==> config.mk <==
export PLATFORM = sky130hd
export DESIGN_NAME = cam_link_seq
export DESIGN_NICKNAME = d
export VERILOG_FILES = /design/src/rtl/cam_link_pkg.sv /design/src/rtl/cam_rate_lut.sv /design/src/rtl/cam_poll_timer.sv /design/src/rtl/cam_stop_mask.sv /design/src/rtl/cam_link_seq.sv
export SDC_FILE = /design/constraint.sdc
export NUM_CORES = 1
export LEC_CHECK = 0
export BUFFER_PORTS_ARGS = -buffer_cell sky130_fd_sc_hd__buf_2
export CAP_MARGIN = 20
export CORE_ASPECT_RATIO = 1.4
export CORE_MARGIN = 5
export CORE_UTILIZATION = 29
export CTS_CLUSTER_SIZE = 28
export DETAILED_ROUTE_END_ITERATION = 16
export SLEW_MARGIN = 40
export SYNTH_ARGS = -nofsm -noshare
export SYNTH_HDL_FRONTEND = slang
export SYNTH_SLANG_ARGS = --single-unit
==> constraint.sdc <==
create_clock -name clk -period 4.1 [get_ports clk]
set_input_delay 0.82 -clock clk [delete_from_list [all_inputs] [get_ports clk]]
set_output_delay 0.82 -clock clk [all_outputs]
set_load 0.02 [all_outputs]
==> src/rtl/cam_link_pkg.sv <==
package cam_link_pkg;

    localparam int RATE_W = 11;
    localparam logic [RATE_W-1:0] RATE_FALLBACK = 11'd849;

    typedef enum logic [2:0] {
        FAIL_NONE    = 3'd0,
        FAIL_NO_PATH = 3'd1,
        FAIL_LANES   = 3'd2,
        FAIL_RATE    = 3'd3,
        FAIL_STOP_TO = 3'd4,
        FAIL_CLK_TO  = 3'd5
    } fail_e;

    typedef enum logic [3:0] {
        ST_IDLE,
        ST_RATE,
        ST_PHY_WR,
        ST_LANES,
        ST_REL_SD,
        ST_REL_PR,
        ST_REL_CR,
        ST_WAIT_STOP,
        ST_WAIT_CLK,
        ST_DROP_RUN,
        ST_HOLD_RST,
        ST_GATE_PIX
    } seq_e;

    // Returns {in_range, code}; first band whose upper limit exceeds the rate.
    function automatic logic [8:0] band_code(input logic [RATE_W-1:0] r);
        logic [7:0] c;
        logic       v;
        v = 1'b1;
        if      (r < 11'd90)   c = 8'h00;
        else if (r < 11'd100)  c = 8'h20;
        else if (r < 11'd110)  c = 8'h40;
        else if (r < 11'd125)  c = 8'h02;
        else if (r < 11'd140)  c = 8'h22;
        else if (r < 11'd150)  c = 8'h42;
        else if (r < 11'd160)  c = 8'h04;
        else if (r < 11'd180)  c = 8'h24;
        else if (r < 11'd200)  c = 8'h44;
        else if (r < 11'd210)  c = 8'h06;
        else if (r < 11'd240)  c = 8'h26;
        else if (r < 11'd250)  c = 8'h46;
        else if (r < 11'd270)  c = 8'h08;
        else if (r < 11'd300)  c = 8'h28;
        else if (r < 11'd330)  c = 8'h48;
        else if (r < 11'd360)  c = 8'h2a;
        else if (r < 11'd400)  c = 8'h4a;
        else if (r < 11'd450)  c = 8'h0c;
        else if (r < 11'd500)  c = 8'h2c;
        else if (r < 11'd550)  c = 8'h0e;
        else if (r < 11'd600)  c = 8'h2e;
        else if (r < 11'd650)  c = 8'h10;
        else if (r < 11'd700)  c = 8'h30;
        else if (r < 11'd750)  c = 8'h12;
        else if (r < 11'd800)  c = 8'h32;
        else if (r < 11'd850)  c = 8'h14;
        else if (r < 11'd900)  c = 8'h34;
        else if (r < 11'd950)  c = 8'h54;
        else if (r < 11'd1000) c = 8'h74;
        else begin
            c = 8'h00;
            v = 1'b0;
        end
        return {v, c};
    endfunction

endpackage

==> src/rtl/cam_rate_lut.sv <==
module cam_rate_lut
    import cam_link_pkg::*;
(
    input  logic [RATE_W-1:0] rate_i,
    output logic              ok_o,
    output logic [7:0]        code_o
);
    logic [8:0] sel;

    always_comb begin
        sel    = band_code(rate_i);
        ok_o   = sel[8];
        code_o = sel[7:0];
    end
endmodule

==> src/rtl/cam_poll_timer.sv <==
module cam_poll_timer #(
    parameter int LIMIT = 1000
) (
    input  logic clk,
    input  logic rst_n,
    input  logic clear_i,
    input  logic run_i,
    output logic expired_o
);
    localparam int TW = $clog2(LIMIT + 1);

    logic [TW-1:0] cnt_d, cnt_q;

    always_comb begin
        expired_o = run_i && (cnt_q == TW'(LIMIT - 1));
        cnt_d     = cnt_q;
        if (clear_i)
            cnt_d = '0;
        else if (run_i && !expired_o)
            cnt_d = cnt_q + TW'(1);
    end

    always_ff @(posedge clk or negedge rst_n) begin
        if (!rst_n) cnt_q <= '0;
        else        cnt_q <= cnt_d;
    end

    p_timer_bound_r8: assert property (@(posedge clk) disable iff (!rst_n)
        cnt_q < TW'(LIMIT))
        else $error("poll timer passed its limit");
endmodule

==> src/rtl/cam_stop_mask.sv <==
module cam_stop_mask #(
    parameter int NLANES = 4
) (
    input  logic [$clog2(NLANES+1)-1:0] lanes_i,
    input  logic [NLANES-1:0]           lane_stop_i,
    input  logic                        clk_stop_i,
    output logic                        met_o
);
    localparam int LN_W = $clog2(NLANES + 1);

    logic [NLANES-1:0] lane_ok;

    for (genvar i = 0; i < NLANES; i++) begin : g_lane
        assign lane_ok[i] = lane_stop_i[i] || (LN_W'(i) >= lanes_i);
    end

    assign met_o = clk_stop_i && (&lane_ok);
endmodule

==> src/rtl/cam_link_seq.sv <==
module cam_link_seq
    import cam_link_pkg::*;
#(
    parameter int         NLANES      = 4,
    parameter int         TIMEOUT_CYC = 125000000,
    parameter int         CNT_W       = 4,
    parameter logic [7:0] RANGE_ADDR  = 8'h44
) (
    input  logic                                 clk,
    input  logic                                 rst_n,
    input  logic                                 start_i,
    input  logic                                 stop_i,
    input  logic                                 src_ok_i,
    input  logic                                 sink_ok_i,
    input  logic [$clog2(NLANES+1)-1:0]          lanes_i,
    input  logic                                 rate_valid_i,
    input  logic [10:0]                          rate_mbps_i,
    input  logic                                 phy_wr_ack_i,
    input  logic [NLANES-1:0]                    lane_stop_i,
    input  logic                                 clk_stop_i,
    input  logic                                 clk_hs_i,
    output logic                                 pix_clk_en_o,
    output logic                                 phy_shutdown_n_o,
    output logic                                 phy_rst_n_o,
    output logic                                 ctrl_rst_n_o,
    output logic [((NLANES>1)?$clog2(NLANES):1)-1:0] lane_cfg_o,
    output logic                                 sensor_run_o,
    output logic                                 phy_wr_valid_o,
    output logic [7:0]                           phy_wr_addr_o,
    output logic [7:0]                           phy_wr_data_o,
    output logic                                 busy_o,
    output logic                                 done_o,
    output logic [2:0]                           fail_code_o,
    output logic [CNT_W-1:0]                     stream_cnt_o
);
    localparam int LN_W = $clog2(NLANES + 1);
    localparam int LC_W = (NLANES > 1) ? $clog2(NLANES) : 1;
    localparam logic [CNT_W-1:0] CNT_MAX = {CNT_W{1'b1}};

    typedef struct packed {
        seq_e               st;
        fail_e              code;
        logic               done;
        logic               busy;
        logic               pix;
        logic               sd_n;
        logic               pr_n;
        logic               cr_n;
        logic               run;
        logic [LC_W-1:0]    lane_cfg;
        logic               wr_v;
        logic [7:0]         wr_d;
        logic [LN_W-1:0]    lanes;
        logic [RATE_W-1:0]  rate;
        logic [CNT_W-1:0]   cnt;
        logic               tearing;
    } seq_t;

    seq_t q, d;

    logic       lut_ok;
    logic [7:0] lut_code;
    logic       stop_met;
    logic       tmr_run, tmr_clear, tmr_expired;

    cam_rate_lut u_lut (
        .rate_i (q.rate),
        .ok_o   (lut_ok),
        .code_o (lut_code)
    );

    cam_stop_mask #(.NLANES(NLANES)) u_mask (
        .lanes_i     (q.lanes),
        .lane_stop_i (lane_stop_i),
        .clk_stop_i  (clk_stop_i),
        .met_o       (stop_met)
    );

    assign tmr_run   = (q.st == ST_WAIT_STOP) || (q.st == ST_WAIT_CLK);
    assign tmr_clear = !tmr_run || ((q.st == ST_WAIT_STOP) && stop_met);

    cam_poll_timer #(.LIMIT(TIMEOUT_CYC)) u_tmr (
        .clk       (clk),
        .rst_n     (rst_n),
        .clear_i   (tmr_clear),
        .run_i     (tmr_run),
        .expired_o (tmr_expired)
    );

    always_comb begin
        d      = q;
        d.done = 1'b0;
        case (q.st)
            ST_IDLE: begin
                d.busy = 1'b0;
                if (start_i) begin
                    if (!src_ok_i || !sink_ok_i) begin
                        d.done = 1'b1;
                        d.code = FAIL_NO_PATH;
                    end else if (lanes_i == '0 || lanes_i > LN_W'(NLANES)) begin
                        d.done = 1'b1;
                        d.code = FAIL_LANES;
                    end else if (q.cnt != '0) begin
                        d.done = 1'b1;
                        d.code = FAIL_NONE;
                        if (q.cnt != CNT_MAX) d.cnt = q.cnt + CNT_W'(1);
                    end else begin
                        d.busy    = 1'b1;
                        d.pix     = 1'b1;
                        d.lanes   = lanes_i;
                        d.rate    = rate_valid_i ? rate_mbps_i : RATE_FALLBACK;
                        d.code    = FAIL_NONE;
                        d.tearing = 1'b0;
                        d.st      = ST_RATE;
                    end
                end else if (stop_i) begin
                    d.code = FAIL_NONE;
                    if (q.cnt == CNT_W'(1)) begin
                        d.busy    = 1'b1;
                        d.tearing = 1'b1;
                        d.st      = ST_DROP_RUN;
                    end else begin
                        d.done = 1'b1;
                        if (q.cnt != '0) d.cnt = q.cnt - CNT_W'(1);
                    end
                end
            end
            ST_RATE: begin
                if (!lut_ok) begin
                    d.code = FAIL_RATE;
                    d.st   = ST_GATE_PIX;
                end else begin
                    d.wr_v = 1'b1;
                    d.wr_d = lut_code;
                    d.st   = ST_PHY_WR;
                end
            end
            ST_PHY_WR: begin
                if (phy_wr_ack_i) begin
                    d.wr_v = 1'b0;
                    d.st   = ST_LANES;
                end
            end
            ST_LANES: begin
                d.lane_cfg = LC_W'(q.lanes - LN_W'(1));
                d.st       = ST_REL_SD;
            end
            ST_REL_SD: begin
                d.sd_n = 1'b1;
                d.st   = ST_REL_PR;
            end
            ST_REL_PR: begin
                d.pr_n = 1'b1;
                d.st   = ST_REL_CR;
            end
            ST_REL_CR: begin
                d.cr_n = 1'b1;
                d.st   = ST_WAIT_STOP;
            end
            ST_WAIT_STOP: begin
                if (stop_met) begin
                    d.run = 1'b1;
                    d.st  = ST_WAIT_CLK;
                end else if (tmr_expired) begin
                    d.code = FAIL_STOP_TO;
                    d.st   = ST_HOLD_RST;
                end
            end
            ST_WAIT_CLK: begin
                if (clk_hs_i) begin
                    d.cnt  = CNT_W'(1);
                    d.done = 1'b1;
                    d.busy = 1'b0;
                    d.st   = ST_IDLE;
                end else if (tmr_expired) begin
                    d.code = FAIL_CLK_TO;
                    d.st   = ST_DROP_RUN;
                end
            end
            ST_DROP_RUN: begin
                d.run = 1'b0;
                d.st  = ST_HOLD_RST;
            end
            ST_HOLD_RST: begin
                d.sd_n = 1'b0;
                d.pr_n = 1'b0;
                d.cr_n = 1'b0;
                d.st   = ST_GATE_PIX;
            end
            ST_GATE_PIX: begin
                d.pix  = 1'b0;
                d.done = 1'b1;
                d.busy = 1'b0;
                if (q.tearing) d.cnt = '0;
                d.st   = ST_IDLE;
            end
            default: d.st = ST_IDLE;
        endcase
    end

    always_ff @(posedge clk or negedge rst_n) begin
        if (!rst_n) q <= '0;
        else        q <= d;
    end

    assign pix_clk_en_o     = q.pix;
    assign phy_shutdown_n_o = q.sd_n;
    assign phy_rst_n_o      = q.pr_n;
    assign ctrl_rst_n_o     = q.cr_n;
    assign lane_cfg_o       = q.lane_cfg;
    assign sensor_run_o     = q.run;
    assign phy_wr_valid_o   = q.wr_v;
    assign phy_wr_addr_o    = RANGE_ADDR;
    assign phy_wr_data_o    = q.wr_d;
    assign busy_o           = q.busy;
    assign done_o           = q.done;
    assign fail_code_o      = q.code;
    assign stream_cnt_o     = q.cnt;

    p_run_needs_release_r7: assert property (@(posedge clk) disable iff (!rst_n)
        sensor_run_o |-> (phy_shutdown_n_o && phy_rst_n_o && ctrl_rst_n_o))
        else $error("sensor request while a reset is asserted");

    p_release_order_r5: assert property (@(posedge clk) disable iff (!rst_n)
        ctrl_rst_n_o |-> (phy_rst_n_o && phy_shutdown_n_o))
        else $error("controller reset released out of order");

    p_pix_under_phy_r5: assert property (@(posedge clk) disable iff (!rst_n)
        phy_shutdown_n_o |-> pix_clk_en_o)
        else $error("PHY powered without pixel clock");

    p_run_after_stop_r6: assert property (@(posedge clk) disable iff (!rst_n)
        $rose(sensor_run_o) |-> $past(clk_stop_i))
        else $error("sensor request without clock-lane stop state");

    p_count_step_r11: assert property (@(posedge clk) disable iff (!rst_n)
        (stream_cnt_o != $past(stream_cnt_o)) |->
            ((stream_cnt_o == $past(stream_cnt_o) + CNT_W'(1)) ||
             (stream_cnt_o == $past(stream_cnt_o) - CNT_W'(1))))
        else $error("stream count jumped");

    p_refuse_keeps_count_r2: assert property (@(posedge clk) disable iff (!rst_n)
        (done_o && fail_code_o == FAIL_NO_PATH) |-> $stable(stream_cnt_o))
        else $error("refused start changed the count");

    p_rate_fail_no_release_r4: assert property (@(posedge clk) disable iff (!rst_n)
        (done_o && fail_code_o == FAIL_RATE) |-> (!phy_shutdown_n_o && !pix_clk_en_o))
        else $error("rate failure left PHY or clock on");

    p_done_not_busy_r12: assert property (@(posedge clk) disable iff (!rst_n)
        done_o |-> !busy_o)
        else $error("done while busy");
endmodule

==> impl_metrics.toml, run 1 <==
[sta]
setup_slack_ns = 1.34
hold_viol_final = 0
period_needed_ns = 2.76
setup_violations = 0
fin_setup_tns_ns = 0
max_freq_mhz = 362
fin_skew_ns = 0.00772
hold-worst-slack_ns = 0.375
grt_setup_unrepaired = "no"
worstMarginPinSlew_ns = 0.712
finalMaxSlewViolations = 0
post-route-period-util = 0.673
slew_headroom = 0.526

[placement]
dp_hpwl_um = 9240
place_congestion = 0.965
post-place-ws_ns = 1.37
place_area_um2 = 4900
port_buffers = 50

[drt]
first_pass_iters = 4
drc = 0
wire_per_inst_um = 16.2
totalWireLength_um = 12400
viasPerCell = 5.40
vias = 4133
final_antenna_net_count = 0
drt_iter0_drc = 442

[synth]
synth.avg_cell_area_um2 = 8.52
synth_warnings = 0
ys_top_cells_by_area = "dfrtp_1 37%, a21oi_1 5.0%, buf_4 4.5%"
synth_top_area_share = 0.368
ys_types = 75
syn-cell-area_um2 = 4700
synth-seq-cells = 69
synth_edf_count = 0
async_flop_share = 1.00
synthCells = 551
dominantRegCellSynth = "dfrtp_1"
yosys.area.top_type = "dfrtp_1"
ys_seq_area_frac = 0.368

[layout]
mostFrequentLayoutCell = "dfrtp_1"
layout.nets = 597
nFillCells = 1678
areaGrowthSynthToFinish_pct = 10.6
register_area_um2 = 1730
multi_input_area_um2 = 2590
layout_common_cells = "69 x dfrtp_1, 50 x nand2_1, 50 x buf_2"
fin_area_um2 = 5190
drive_gt1_frac = 0.154
n_antenna_cell = 0

[worst_setup_path]
crit_required_ns = 4.36
path_max_fanout = 32
critPathArrivalTime_ns = 3.02
cp-start-kind = "flip-flop"
end_kind = "flip-flop"
critPathKind = "reg2reg"

[clock_tree]
postCtsHoldBufs = 0
clkLatencyLatePin_ns = 0.33
ctsResizeCount = 0
cts_buffer_depth = 2
h-tree-depth = 3
cts_tree = "yes"
cts_sinks = 69
path_clk_slew_ns = 0.06
numCtsBuffers = 9
clock_tree.root_cell = "clkbuf_16"
cts_setup_buffers = 0

[grt]
grt_pass1_wl_um = 20600
grt_pass1_vias = 4086
gr-total-overflow = 0
track_usage = 0.130
grt_max_degree = 59
antenna_found_initial = 0

[power]
power.switching_fraction = 0.421
internal_power_w = 0.00182
p_switching_w = 0.00132
power_frac_comb = 0.396
seq_power_share = 0.361
pwr_density_cell_nw_per_um2 = 605
ir_worst_vdd_mv = 0.226
total_power_w = 0.00314
clockPowerShare = 0.243
p_leak_nw = 2.13

[floorplan]
core_area_um2 = 16000
dieArea_um2 = 18900
fp.dieH_um = 161
start_util = 0.293
io_pins = 61
die-width_um = 118
num_rows = 55

[worst_hold_path]
hold_class = "in2async"

[run_status]
status = "completed"

[run]
maxCapViolations = 0
critical path, cell delays in order, from the launching register on:
cell      delay (ns)
dfrtp_1         0.61
or4b_2          1.12
o211ai_1        0.30
o311ai_1        0.19
o21ai_1         0.24
mux2i_1         0.21
flip-flops by register name, indices dropped and copies added, names as in the netlist:
name	flops
busy_o	1
phy_wr_data_o	6
fail_code_o	3
sensor_run_o	1
pix_clk_en_o	1
done_o	1
lane_cfg_o	2
u_tmr.cnt_q	27
stream_cnt_o	4
phy_rst_n_o	1
q	19
phy_shutdown_n_o	1
ctrl_rst_n_o	1
phy_wr_valid_o	1
path summary, 6_finish.rpt:
path	startpoint	to	slack (ns)	cells after the start
max	q[41]$_DFFE_PN0P_	q[43]$_DFFE_PN0P_	1.34	5
min	rst_n	q[7]$_DFFE_PN0P_	0.37	1
max reg2reg	q[41]$_DFFE_PN0P_	q[43]$_DFFE_PN0P_	1.34	5
min reg2reg	lane_cfg_o[1]$_DFFE_PN0P_	lane_cfg_o[1]$_DFFE_PN0P_	0.48	2
max in group asynchronous	rst_n	u_tmr.cnt_q[2]$_DFFE_PN0P_	2.92	2
min in group clk	lane_cfg_o[1]$_DFFE_PN0P_	lane_cfg_o[1]$_DFFE_PN0P_	0.48	2
routing by layer:
metal | vias to the layer above | wire, um | track usage
li1 | 2011 | - | -
met1 | 1984 | 5400 | 0.166
met2 | 119 | 6140 | 0.219
met3 | 19 | 577 | 0.0261
met4 | 0 | 247 | 0.0475
met5 | - | 0 | 0
through the flow:
stage | util | cells
2_1_floorplan | - | 559
3_3_place_gp | 0.306 | 750
3_5_place_dp | 0.306 | 750
4_1_cts | 0.324 | 765
5_1_grt | 0.324 | 765
6_report | 0.324 | 765
cells in the mapped netlist (11+ instances only):
cell       n
a21oi_1   47
buf_4     28
clkbuf_1  19
dfrtp_1   69
inv_1     18
nand2_1   50
nand3_1   25
nand4_1   13
nor2_1    34
nor3_1    11
o21ai_0   29
xnor2_1   11
xor2_1    16
final cells by class:
cell class / count / share of cell area
multi-input combinational: 412 / 0.499
sequential: 69 / 0.332
timing repair buffer: 52 / 0.0518
tap: 199 / 0.0479
clock buffer: 9 / 0.0434
inverter: 18 / 0.0130
clock inverter: 6 / 0.0123
power groups by stage:
stage          Clock (W)  Combinational (W)  Sequential [W]
5_1_grt         0.000807            0.00138         0.00118
3_3_place_gp           0            0.00123         0.00114
3_5_place_dp           0            0.00125         0.00114
4_1_cts         0.000787            0.00125         0.00113
2_1_floorplan          0            0.00111         0.00100
6_report        0.000763            0.00124         0.00114
cells by family after synthesis:
group	share of synthesized area
compound gates	0.227
xor+xnor	0.0503
fa+ha+maj	0.0186
buf+inv	0.0871
flops	0.368
mux	0.0112
other cells	0.00160
simple gates	0.237
Power figures use the tool's default switching activity.
==> inputs of run 2 (changes only) <==
==> constraint.sdc (replaced) <==
create_clock -name clk -period 2.6 [get_ports clk]
set_input_delay 0.52 -clock clk [delete_from_list [all_inputs] [get_ports clk]]
set_output_delay 0.52 -clock clk [all_outputs]
set_load 0.02 [all_outputs]
==> run 2 against run 1 <==
  * Final cell count up 2.1%
  * Hold slack worse by 0.19 ns
  * Sequential power grew 45%
  * Total power is 70% higher
  * Global-route usage rose by 0.66 points
  * Cell area increased by 3.5%
  * Setup slack worse by 1.0 ns
  * Die area is the same
  * Clock power rose by 90%
  * Critical endpoint is now fail_code_o[2]$_DFFE_PN0P_
==> impl_metrics.toml, run 2 (synthesis results as in run 1) <==
[run_status]
status = "completed"

[sta]
post-route-period-util = 0.884
worstMarginPinSlew_ns = 0.572
setup_violations = 0
period_needed_ns = 2.30
grt_setup_unrepaired = "no"
fin_setup_tns_ns = 0
finalMaxSlewViolations = 0
slew_headroom = 0.619
max_freq_mhz = 435
hold_viol_final = 0
fin_skew_ns = 0.00778

[worst_setup_path]
cp-start-kind = "flip-flop"
end_kind = "flip-flop"
critPathKind = "reg2reg"
critPathArrivalTime_ns = 2.52
path_max_fanout = 16
crit_required_ns = 2.82

[floorplan]
num_rows = 55
die-width_um = 118
dieArea_um2 = 18900
start_util = 0.293
core_area_um2 = 16000
fp.dieH_um = 161
io_pins = 61

[grt]
antenna_found_initial = 0
grt_pass1_vias = 4243
grt_max_degree = 49
grt_pass1_wl_um = 21500
track_usage = 0.137
gr-total-overflow = 0

[placement]
port_buffers = 50
dp_hpwl_um = 9760
place_congestion = 0.909
place_area_um2 = 5020
placedCellCount = 765

[clock_tree]
clock_tree.root_cell = "clkbuf_16"
cts_setup_buffers = 0
clkLatencyLatePin_ns = 0.34
cts_buffer_depth = 2
h-tree-depth = 3
ctsResizeCount = 0
path_clk_slew_ns = 0.06
cts_sinks = 69
numCtsBuffers = 9
postCtsHoldBufs = 0
cts_tree = "yes"

[layout]
n_antenna_cell = 0
drive_gt1_frac = 0.172
nFillCells = 1671
mostFrequentLayoutCell = "dfrtp_1"
final_cells = 781
layout.nets = 612
layout_common_cells = "69 x dfrtp_1, 50 x nand2_1, 50 x buf_2"
largest_reg_flops = 27
fin_area_um2 = 5370
areaGrowthSynthToFinish_pct = 14.4
regMostFlops = "u_tmr.cnt_q"

[drt]
vias = 4228
final_antenna_net_count = 0
viasPerCell = 5.41
drc = 0
drt_iter0_drc = 478
totalWireLength_um = 12800
wire_per_inst_um = 16.4
first_pass_iters = 6

[worst_hold_path]
hold_class = "in2async"

[run]
maxCapViolations = 0

[power]
pwr_density_cell_nw_per_um2 = 991
p_leak_nw = 2.23
ir_worst_vdd_mv = 0.402
run 2: worst paths after layout:
path	start	end	slack (ns)	cells after the start
setup / recovery	q[11]$_DFFE_PN0P_	fail_code_o[2]$_DFFE_PN0P_	0.30	5
hold / removal	rst_n	q[15]$_DFFE_PN0P_	0.18	1
setup reg to reg	q[11]$_DFFE_PN0P_	fail_code_o[2]$_DFFE_PN0P_	0.30	5
hold reg to reg	lane_cfg_o[0]$_DFFE_PN0P_	lane_cfg_o[0]$_DFFE_PN0P_	0.48	2
max in group asynchronous	rst_n	u_tmr.cnt_q[5]$_DFFE_PN0P_	1.77	2
min in group clk	lanes_i[2]	q[18]$_DFFE_PN0P_	0.40	3
run 2: power by group:
| part | total [W] | internal, W | leakage (nW) | switching [W] |
|---|---|---|---|---|
| combinational | 0.00223 | 0.000878 | 1.18 | 0.00135 |
| sequential | 0.00165 | 0.00134 | 0.881 | 0.000311 |
| clock | 0.00145 | 0.000967 | 0.166 | 0.000478 |
run 2: routing by layer:
metal | part of all wire | vias to the layer above | track usage
li1 | - | 2052 | -
met5 | 0 | - | 0
met4 | 0.020 | 0 | 0.0511
met1 | 0.43 | 2046 | 0.168
met2 | 0.50 | 112 | 0.232
met3 | 0.044 | 18 | 0.0345
run 2: stage by stage:
stage	utilization	power, W	setup WS [ns]	hold WS, ns
finish	0.335	0.00533	0.301	0.180
global route	0.335	0.00568	0.117	0.225
CTS	0.335	0.00538	0.275	0.197
detailed placement	0.313	0.00390	0.288	0.473
global placement	0.313	0.00387	0.322	0.475
floorplan	-	0.00333	0.525	0.224
run 2: cell type report:
class                      instances  area [um2]  share of cell area
multi-input combinational        412        2590               0.482
sequential                        69        1730               0.321
timing repair buffer              67         390              0.0726
tap                              199         249              0.0463
clock buffer                      11         243              0.0452
clock inverter                     5         106              0.0198
inverter                          18        67.6              0.0126
run 2: worst max-delay path, cell delays in order, from the launching register on:
cell	delay (ns)
dfrtp_1	0.55
o211a_1	0.31
a21oi_1	0.40
nand3_1	0.33
o2111ai_2	0.22
mux2_2	0.37
==> inputs of run 3 (changes only) <==
--- a/config.mk
+++ b/config.mk
@@ -7,7 +7,7 @@
 export LEC_CHECK = 0
 export BUFFER_PORTS_ARGS = -buffer_cell sky130_fd_sc_hd__buf_2
 export CAP_MARGIN = 20
-export CORE_ASPECT_RATIO = 1.4
+export CORE_ASPECT_RATIO = 1.5
 export CORE_MARGIN = 5
 export CORE_UTILIZATION = 29
 export CTS_CLUSTER_SIZE = 28
==> run 3 against run 2 <==
  * Fmax is 1.2% lower
  * Final cell count is 1.3% higher
  * Global-route usage is 0.059 points higher
  * Largest cell class unchanged
  * Largest power group unchanged
  * Non-clock buffer count is 3 higher
  * Combinational power hardly changed
  * Critical path depth is 2 higher
  * Highest routed layer unchanged
  * Die area hardly changed
  * First-iteration DRC count is 34% lower
  * Routed wire length is 0.82% lower
  * Hold slack better by 0.032 ns
  * Cell area is 0.33% lower
==> impl_metrics.toml, run 3 (synthesis results as in run 1) <==
[drt]
first_pass_iters = 5
drc = 0
vias = 4307
wire_per_inst_um = 16.1
viasPerCell = 5.45
final_antenna_net_count = 0
drt_iter0_drc = 317
totalWireLength_um = 12700

[layout]
regMostFlops = "u_tmr.cnt_q"
layout_common_cells = "69 x dfrtp_1, 50 x nand2_1, 50 x buf_2"
nFillCells = 1675
largest_reg_flops = 27
n_antenna_cell = 0
mostFrequentLayoutCell = "dfrtp_1"
areaGrowthSynthToFinish_pct = 14.0
drive_gt1_frac = 0.178
layout.nets = 615

[run]
maxCapViolations = 0

[worst_setup_path]
critPathKind = "reg2reg"
path_max_fanout = 11
cp-start-kind = "flip-flop"
end_kind = "flip-flop"
critPathArrivalTime_ns = 2.53
r2r_slack_ns = 0.27
crit_required_ns = 2.80

[sta]
finalMaxSlewViolations = 0
fin_skew_ns = 0.00880
setup_violations = 0
grt_setup_unrepaired = "no"
post-route-period-util = 0.895
hold_viol_final = 0
worstMarginPinSlew_ns = 0.655
period_needed_ns = 2.33
max_freq_mhz = 430
fin_setup_tns_ns = 0
slew_headroom = 0.563

[grt]
grt_pass1_vias = 4435
grt_pass1_wl_um = 21700
track_usage = 0.138
gr-total-overflow = 0
antenna_found_initial = 0
grt_max_degree = 43

[placement]
dp_hpwl_um = 9890
port_buffers = 50
place_congestion = 0.888

[clock_tree]
cts_buffer_depth = 2
path_clk_slew_ns = 0.06
cts_setup_buffers = 0
clkLatencyLatePin_ns = 0.34
ctsResizeCount = 0
cts_tree = "yes"
clock_tree.root_cell = "clkbuf_16"
postCtsHoldBufs = 0
h-tree-depth = 3
numCtsBuffers = 9
cts_sinks = 69

[floorplan]
num_rows = 57
die-width_um = 114
fp.dieH_um = 166
dieArea_um2 = 18900
io_pins = 61
core_area_um2 = 16000
start_util = 0.293

[power]
p_switching_w = 0.00216
pwr_density_cell_nw_per_um2 = 962
total_power_w = 0.00515
internal_power_w = 0.00299
clockPowerShare = 0.238
power_frac_comb = 0.437
seq_power_share = 0.325
power.switching_fraction = 0.420
p_leak_nw = 2.23
ir_worst_vdd_mv = 0.501

[run_status]
status = "completed"

[worst_hold_path]
hold_class = "in2async"
==> run 3: cell count changes in the layout (fill, tap and decap cells not counted), sizes merged <==
cell	delta
buf	+3
bufinv	-2
clkbuf	-2
clkinv	+5
clkinvlp	-1
==> run 3: final cells by class <==
| cell class | count | area (um2) | share of cell area |
|---|---|---|---|
| clock buffers | 9 | 225 | 0.0420 |
| clock inverters | 7 | 75.1 | 0.0140 |
| inverters | 18 | 67.6 | 0.0126 |
| multi-input cells | 412 | 2590 | 0.484 |
| flip-flops and latches | 69 | 1730 | 0.322 |
| well taps | 206 | 258 | 0.0481 |
| repair buffers | 70 | 413 | 0.0771 |
==> run 3: final timing paths <==
path	cells after the start	start	to
max reg2reg	7	stream_cnt_o[0]$_DFFE_PN0P_	q[11]$_DFFE_PN0P_
min in group clk	3	rate_mbps_i[10]	q[15]$_DFFE_PN0P_
min reg2reg	1	phy_wr_data_o[2]$_DFFE_PN0P_	phy_wr_data_o[2]$_DFFE_PN0P_
min	1	rst_n	q[5]$_DFFE_PN0P_
max	7	stream_cnt_o[0]$_DFFE_PN0P_	q[11]$_DFFE_PN0P_
max in group asynchronous	2	rst_n	u_tmr.cnt_q[8]$_DFFE_PN0P_
==> run 3: metrics by stage <==
| stage | utilization | area (um2) | hold WS, ns | setup WS, ns | instances |
|---|---|---|---|---|---|
| after global routing | 0.334 | 5360 | 0.280 | 0.0508 | 791 |
| after detailed placement | 0.315 | 5060 | 0.496 | 0.304 | 775 |
| after global placement | 0.315 | 5060 | 0.479 | 0.400 | 775 |
| final | 0.334 | 5360 | 0.212 | 0.272 | 791 |
| after CTS | 0.334 | 5360 | 0.236 | 0.265 | 791 |
| after floorplan | - | 4730 | 0.224 | 0.525 | 559 |
==> run 3: worst max-delay path: stages (launching register included) <==
cell      delay [ns]
dfrtp_1         0.46
inv_1           0.14
ha_1            0.15
or3b_2          0.45
and4bb_1        0.39
nand2_1         0.27
nor3b_1         0.26
a21oi_1         0.06
==> run 3: per-layer routing <==
| metal | part of all wire | GRT usage | vias to the layer above |
|---|---|---|---|
| met2 | 0.52 | 0.245 | 122 |
| met3 | 0.036 | 0.0175 | 26 |
| met1 | 0.41 | 0.163 | 2105 |
| met5 | 0 | 0 | - |
| li1 | - | - | 2054 |
| met4 | 0.027 | 0.0599 | 0 |
==> run 3: power groups by stage <==
| stage | clock [W] | combinational (W) | sequential [W] |
|---|---|---|---|
| 2_1_floorplan | 0 | 0.00175 | 0.00158 |
| 3_3_place_gp | 0 | 0.00221 | 0.00168 |
| 3_5_place_dp | 0 | 0.00225 | 0.00170 |
| 4_1_cts | 0.00125 | 0.00226 | 0.00167 |
| 5_1_grt | 0.00130 | 0.00248 | 0.00173 |
| 6_report | 0.00123 | 0.00225 | 0.00168 |
